## src/rtl/i2cStartPkg.sv

```systemverilog
package i2cStartPkg;
  typedef enum logic [1:0] {
    ST_IDLE  = 2'd0,
    ST_HOLD1 = 2'd1,
    ST_HOLD2 = 2'd2
  } seqState_t;

  typedef struct packed {
    logic loadCnt;
    logic decCnt;
    logic sdaSet;
    logic sdaClr;
    logic startSet;
    logic startClr;
    logic doneSet;
    logic bclSet;
    logic reqClr;
  } seqStrobes_t;
endpackage

```

## src/rtl/i2cStartCtrl.sv

```systemverilog
module i2cStartCtrl
  import i2cStartPkg::*;
(
  input  logic        clk,
  input  logic        rstN,
  input  logic        startReq,
  input  logic        cntZero,
  input  logic        sdaIn,
  input  logic        sclIn,
  output seqStrobes_t strb
);
  seqState_t state, stateNxt;

  always_ff @(posedge clk or negedge rstN) begin
    if (!rstN) state <= ST_IDLE;
    else       state <= stateNxt;
  end

  always_comb begin
    stateNxt = state;
    strb     = '0;
    unique case (state)
      ST_IDLE: begin
        if (startReq) begin
          strb.startClr = 1'b1;
          if (sdaIn && sclIn) begin
            strb.loadCnt = 1'b1;
            stateNxt     = ST_HOLD1;
          end else begin
            strb.bclSet = 1'b1;
            strb.reqClr = 1'b1;
            strb.sdaClr = 1'b1;
          end
        end
      end
      ST_HOLD1: begin
        if (!sclIn || (cntZero && !sdaIn)) begin
          strb.bclSet = 1'b1;
          strb.reqClr = 1'b1;
          strb.sdaClr = 1'b1;
          stateNxt    = ST_IDLE;
        end else if (cntZero) begin
          strb.sdaSet   = 1'b1;
          strb.startSet = 1'b1;
          strb.loadCnt  = 1'b1;
          stateNxt      = ST_HOLD2;
        end else begin
          strb.decCnt = 1'b1;
        end
      end
      ST_HOLD2: begin
        if (cntZero) begin
          strb.doneSet = 1'b1;
          strb.reqClr  = 1'b1;
          stateNxt     = ST_IDLE;
        end else begin
          strb.decCnt = 1'b1;
        end
      end
      default: stateNxt = ST_IDLE;
    endcase
  end

  // SCL low during the first phase always returns the sequencer to idle
  a_r6_scl_low_aborts: assert property (@(posedge clk) disable iff (!rstN)
    (state == ST_HOLD1 && !sclIn) |=> (state == ST_IDLE));

  // a request sampled with a low line never enters a timing phase
  a_r5_low_line_no_phase: assert property (@(posedge clk) disable iff (!rstN)
    (state == ST_IDLE && startReq && !(sdaIn && sclIn)) |=> (state == ST_IDLE));
endmodule

```

## src/rtl/i2cStartDp.sv

```systemverilog
module i2cStartDp
  import i2cStartPkg::*;
#(
  parameter int RELOAD_W = 7,
  parameter int DATA_W   = 8,
  parameter int REQ_W    = 5
) (
  input  logic                clk,
  input  logic                rstN,
  input  seqStrobes_t         strb,
  input  logic                ctrlWrEn,
  input  logic [REQ_W-1:0]    ctrlWrData,
  input  logic [RELOAD_W-1:0] reloadVal,
  input  logic                txWrEn,
  input  logic [DATA_W-1:0]   txWrData,
  input  logic [3:0]          flagClr,
  output logic                cntZero,
  output logic                busy,
  output logic                sdaHold,
  output logic [REQ_W-1:0]    reqBits,
  output logic [DATA_W-1:0]   txBuf,
  output logic                startSeen,
  output logic                doneIrq,
  output logic                bclIrq,
  output logic                wcolFlag
);
  localparam int FLAG_N = 4;
  localparam logic [RELOAD_W-1:0] CNT_ZERO = '0;

  logic [RELOAD_W-1:0] cnt;
  logic [FLAG_N-1:0]   flagQ;
  logic [FLAG_N-1:0]   flagSet;
  logic [FLAG_N-1:0]   flagDrop;

  assign busy    = reqBits[0];
  assign cntZero = (cnt == CNT_ZERO);

  always_ff @(posedge clk or negedge rstN) begin
    if (!rstN)            cnt <= '0;
    else if (strb.loadCnt) cnt <= reloadVal;
    else if (strb.decCnt)  cnt <= cnt - 1'b1;
  end

  always_ff @(posedge clk or negedge rstN) begin
    if (!rstN)                 reqBits <= '0;
    else if (strb.reqClr)      reqBits[0] <= 1'b0;
    else if (ctrlWrEn && !busy) reqBits <= ctrlWrData;
  end

  always_ff @(posedge clk or negedge rstN) begin
    if (!rstN)                 txBuf <= '0;
    else if (txWrEn && !busy)  txBuf <= txWrData;
  end

  always_ff @(posedge clk or negedge rstN) begin
    if (!rstN)            sdaHold <= 1'b0;
    else if (strb.sdaSet) sdaHold <= 1'b1;
    else if (strb.sdaClr) sdaHold <= 1'b0;
  end

  // flag order: 0 wcol, 1 bus collision, 2 done, 3 start seen
  assign flagSet  = {strb.startSet, strb.doneSet, strb.bclSet, txWrEn && busy};
  assign flagDrop = {flagClr[3] || strb.startClr, flagClr[2:0]};

  for (genvar i = 0; i < FLAG_N; i++) begin : g_flag
    always_ff @(posedge clk or negedge rstN) begin
      if (!rstN)            flagQ[i] <= 1'b0;
      else if (flagSet[i])  flagQ[i] <= 1'b1;
      else if (flagDrop[i]) flagQ[i] <= 1'b0;
    end
  end

  assign wcolFlag  = flagQ[0];
  assign bclIrq    = flagQ[1];
  assign doneIrq   = flagQ[2];
  assign startSeen = flagQ[3];

  // a load strobe places the reload value in the counter
  a_r2_cnt_load: assert property (@(posedge clk) disable iff (!rstN)
    strb.loadCnt |=> (cnt == $past(reloadVal)));

  // buffer write during a START keeps the buffer and flags the collision
  a_r7_wcol: assert property (@(posedge clk) disable iff (!rstN)
    (txWrEn && busy) |=> ($stable(txBuf) && wcolFlag));

  // request bits above bit 0 never change while busy
  a_r8_req_lock: assert property (@(posedge clk) disable iff (!rstN)
    busy |=> (reqBits[REQ_W-1:1] == $past(reqBits[REQ_W-1:1])));

  // completion leaves SDA held low
  a_r4_done_holds_sda: assert property (@(posedge clk) disable iff (!rstN)
    strb.doneSet |=> sdaHold);
endmodule

```

## src/rtl/i2cStartSeq.sv

```systemverilog
module i2cStartSeq
  import i2cStartPkg::*;
#(
  parameter int RELOAD_W = 7,
  parameter int DATA_W   = 8,
  parameter int REQ_W    = 5
) (
  input  logic                clk,
  input  logic                rstN,
  input  logic                ctrlWrEn,
  input  logic [REQ_W-1:0]    ctrlWrData,
  input  logic [RELOAD_W-1:0] reloadVal,
  input  logic                txWrEn,
  input  logic [DATA_W-1:0]   txWrData,
  input  logic [3:0]          flagClr,
  input  logic                sdaIn,
  input  logic                sclIn,
  output logic                sdaDrvLow,
  output logic                sclDrvLow,
  output logic [REQ_W-1:0]    reqBits,
  output logic [DATA_W-1:0]   txBuf,
  output logic                startSeen,
  output logic                doneIrq,
  output logic                bclIrq,
  output logic                wcolFlag
);
  seqStrobes_t strb;
  logic cntZero;
  logic busy;
  logic sdaHold;

  i2cStartCtrl uCtrl (
    .clk      (clk),
    .rstN     (rstN),
    .startReq (busy),
    .cntZero  (cntZero),
    .sdaIn    (sdaIn),
    .sclIn    (sclIn),
    .strb     (strb)
  );

  i2cStartDp #(
    .RELOAD_W (RELOAD_W),
    .DATA_W   (DATA_W),
    .REQ_W    (REQ_W)
  ) uDp (
    .clk        (clk),
    .rstN       (rstN),
    .strb       (strb),
    .ctrlWrEn   (ctrlWrEn),
    .ctrlWrData (ctrlWrData),
    .reloadVal  (reloadVal),
    .txWrEn     (txWrEn),
    .txWrData   (txWrData),
    .flagClr    (flagClr),
    .cntZero    (cntZero),
    .busy       (busy),
    .sdaHold    (sdaHold),
    .reqBits    (reqBits),
    .txBuf      (txBuf),
    .startSeen  (startSeen),
    .doneIrq    (doneIrq),
    .bclIrq     (bclIrq),
    .wcolFlag   (wcolFlag)
  );

  assign sdaDrvLow = sdaHold;
  assign sclDrvLow = 1'b0;

  // the START request only ever ends with completion or collision reported
  a_r4_req_end_flagged: assert property (@(posedge clk) disable iff (!rstN)
    $fell(reqBits[0]) |-> (doneIrq || bclIrq));

  // SDA is pulled low only while SCL is high or already after START
  a_r3_sda_fall_scl_high: assert property (@(posedge clk) disable iff (!rstN)
    $rose(sdaDrvLow) |-> $past(sclIn));
endmodule

```

## config.mk

```make
export PLATFORM = sky130hd
export DESIGN_NAME = i2cStartSeq
export DESIGN_NICKNAME = d
export VERILOG_FILES = /design/src/rtl/i2cStartPkg.sv /design/src/rtl/i2cStartCtrl.sv /design/src/rtl/i2cStartDp.sv /design/src/rtl/i2cStartSeq.sv
export SDC_FILE = /design/constraint.sdc
export NUM_CORES = 1
export LEC_CHECK = 0
export BUFFER_PORTS_ARGS = -buffer_cell sky130_fd_sc_hd__buf_4
export CAP_MARGIN = 20
export CORE_ASPECT_RATIO = 0.75
export CORE_MARGIN = 1.5
export CORE_UTILIZATION = 52
export CTS_CLUSTER_SIZE = 8
export DETAILED_ROUTE_END_ITERATION = 8
export HOLD_SLACK_MARGIN = 0.08
export PLACE_DENSITY = 0.84
export SLEW_MARGIN = 5
export SYNTH_ARGS = -nofsm -noshare
export SYNTH_HDL_FRONTEND = slang
export SYNTH_HIERARCHICAL = 1
export SYNTH_SLANG_ARGS = --single-unit
export TNS_END_PERCENT = 50
```

## constraint.sdc

```tcl
create_clock -name clk -period 6.8 [get_ports clk]
set_clock_uncertainty 0.1 [all_clocks]
set_input_delay 0.68 -clock clk [delete_from_list [all_inputs] [get_ports clk]]
set_output_delay 0.68 -clock clk [all_outputs]
set_load 0.05 [all_outputs]
```

==> impl_metrics.yaml <==
clock_network:
  cts_tree: "built"
  numCtsBuffers: 3
  cts.sinks: 27
  root_buffer: "clkbuf_4"
  cts_htree_levels: 1
  clk-insertion-delay-late_ps: 320
  post_cts.repair.setup_buffers: 0
  clockBufferDepth: 2
  cts_resized: 0
  path_clk_slew_ps: 150
  ctsHoldBuffers: 0
global_route:
  busiest_layer: "met2"
  grt_usage: 0.1915
  grt_first_pass_wirelength_um: 3953
  grt_pass1_vias: 971
  grt_use_met3: 0.06612
  met1_usage: 0.2201
  grt_overflow: 0
  antenna_found_initial: 0
  use_met2: 0.3447
  grt_max_degree: 28
floorplan:
  die_y_um: 46.80
  start_util: 0.5624
  die-area_um2: 2873
  core_um2: 2365
  die_w_um: 61.40
  rows: 15
  pin_count: 49
sta:
  fin_tns_setup_ps: 0
  rsz0062_at_grt: "false"
  slew_violations: 0
  setup_slack_ps: 3999
  fmax_mhz: 357.0
  setup_violations: 0
  hold_viol_final: 0
  slew_headroom: 0.5606
  fin_crit_ps: 2801
  finalCritPeriodShare: 0.4119
  worst_pin_slew_ps: 657.7
yosys:
  yosys-top-cells-area: "dfrtp_1, mux2_2, ha_1"
  synth_warnings: 6
  ys_seq_area_frac: 0.5080
  synth_seq_cells: 27
  syn_nets: 156
  synth_top_cell_by_area: "dfrtp_1"
  netlist_area_um2: 1330
  avgSynthCellArea_um2: 10.99
  ys_types: 35
  synth.top_cell.area_share: 0.5080
  syn_inst: 121
placement:
  routabilityCongestion: 0.9166
  port_buffers: 47
  post_dp_cell_area_um2: 1688
  dp_slack_ps: 4070
  post-dp-hpwl_um: 1990
worst_setup_path:
  path_cells: "or4_4 > nor3b_1 > nand2_1 > a31o_1 > a31oi_1 > nor3b_1 > mux2_2"
  r2r_start: "uDp/cnt[2]"
  crit_arrival_ps: 2920
  crit_required_ps: 6920
  start_kind: "flip-flop"
  cp-end-kind: "flip-flop"
  startpoint: "uDp/cnt[2]"
  cp_max_fo: 6
  max_stage_delay_ps: 550
  slowest_stage: "or4_4"
  cpMostUsedCell: "nor3b_1"
  path_class: "flip-flop to flip-flop"
drt:
  routed_wl_um: 2527
  ant_nets: 0
  drc_errors: 0
  drt_pass1_iterations: 4
  wl_per_cell_um: 12.64
  via_per_inst: 5.140
  drtIter0Drc: 41
  via_count: 1028
final_layout:
  syn2layout_area_growth_pct: 29.16
  antenna_cells: 0
  layout.nets: 202
  fin_area_um2: 1718
  fin_util: 0.7265
  drive_gt1_frac: 0.4096
  fillCellCount: 174
power:
  seqPwrFrac: 0.364
  p_sw_uw: 351.2
  intPower_uw: 403.2
  total_leakage_power_uw: 0.0008580
  powerDensity_nw_per_um2: 439.1
  ir_drop_v: 0.0002541
  power.share.switching: 0.4656
  power_frac_comb: 0.544
  clockPowerShare: 0.092
worst_hold_path:
  worstHoldPathType: "input port to asynchronous set/reset pin"
flow_run:
  maxCapViolCount: 0
status:
  status: "finished, final reports clean"
[stage by stage]
step / hold WS (ps) / std cells / total power, uW
finish: 125.7 / 200 / 754.4
global route: 119.4 / 200 / 802.0
CTS: 132.7 / 200 / 758.9
detailed placement: 369.6 / 196 / 689.7
global placement: 362.2 / 196 / 673.6
floorplan: 284.4 / 121 / 573.2
[worst paths after layout]
path                                   to  slack, ps  cells after the start
setup / recovery           uDp/reqBits[3]       4000                      7
hold / removal                 uDp/bclIrq        130                      1
setup reg to reg           uDp/reqBits[3]       4000                      7
hold reg to reg                uDp/bclIrq        400                      1
max in group asynchronous      uDp/cnt[0]       6220                      1
min in group clk               uDp/bclIrq        400                      1
[layout make-up]
type / count / area (um2) / area share
repair buffers: 47 / 352.8 / 0.2054
well taps: 34 / 42.54 / 0.02476
clock buffers: 3 / 22.52 / 0.01311
multi-input cells: 76 / 571.8 / 0.3328
inverters: 12 / 45.04 / 0.02622
clock inverters: 1 / 7.507 / 0.004370
flip-flops and latches: 27 / 675.6 / 0.3933
[flip-flops by register name, indices dropped and copies added (netlist names)]
name,cells
uDp/startSeen,1
uDp/txBuf,8
uDp/cnt,7
uDp/bclIrq,1
uDp/doneIrq,1
uDp/wcolFlag,1
uCtrl/state,2
uDp/sdaHold,1
uDp/reqBits,5
[critical path: cells and delay by family (launching register included)]
kind / cells / cell delay (ps)
muxes: 1 / 290
and+or+nand+nor: 4 / 1390
AOI/OAI and AO/OA: 2 / 480
DFF: 1 / 440
[Yosys cell counts (all sizes together)]
| cell | n |
|---|---|
| nor2b | 1 |
| o21bai | 1 |
| mux2 | 12 |
| or3 | 1 |
| or4 | 1 |
| a21boi | 1 |
| o31a | 1 |
| xnor2 | 3 |
| a31o | 2 |
| nor4b | 1 |
| dfrtp | 27 |
| xor2 | 1 |
| inv | 12 |
| a21o | 4 |
| a22o | 1 |
| nor2 | 5 |
| conb | 1 |
| nor3b | 2 |
| nand2 | 11 |
| a2bb2oi | 1 |
| a21oi | 2 |
| o21ai | 9 |
| and4 | 1 |
| a31oi | 2 |
| o2bb2ai | 1 |
| nand3 | 1 |
| ha | 5 |
| and4bb | 1 |
| buf | 4 |
| nand2b | 1 |
| a22oi | 1 |
| clkbuf | 2 |
| and2 | 1 |
| and3b | 1 |
[layer usage]
layer	wire, um	vias up
met5	0	-
met1	1086	472
li1	-	498
met3	213	4
met2	1200	54
met4	26	0
[logic make-up after synthesis]
kind of cell | share of synthesized area
and+or+nand+nor | 0.1176
adders and majority gates | 0.04704
xor gates and xnor gates | 0.02635
AOI/OAI and AO/OA | 0.1345
DFF | 0.5080
buffers and inverters | 0.06209
muxes | 0.1016
other | 0.002819
[layout by cell type (no fill, tap or decap), types with 3 or more instances in the layout]
cell      netlist  final
a21o_1          4      4
xnor2_1         3      3
dfrtp_1        27     27
inv_1          12     12
nand2_1        11     11
ha_1            5      5
o21ai_0         9      9
clkbuf_4        0      3
buf_4           4     47
mux2_2         12     12
nor2_1          5      5
[power groups by stage]
stage	Clock (uW)	Combinational (uW)	Sequential [uW]
after floorplan	0	159	414
after global placement	0	400	273
after detailed placement	0	412	278
after CTS	72.3	412	274
after global routing	81.2	437	283
final	69.3	411	274
Note: power is estimated with default switching activity, not from simulation.
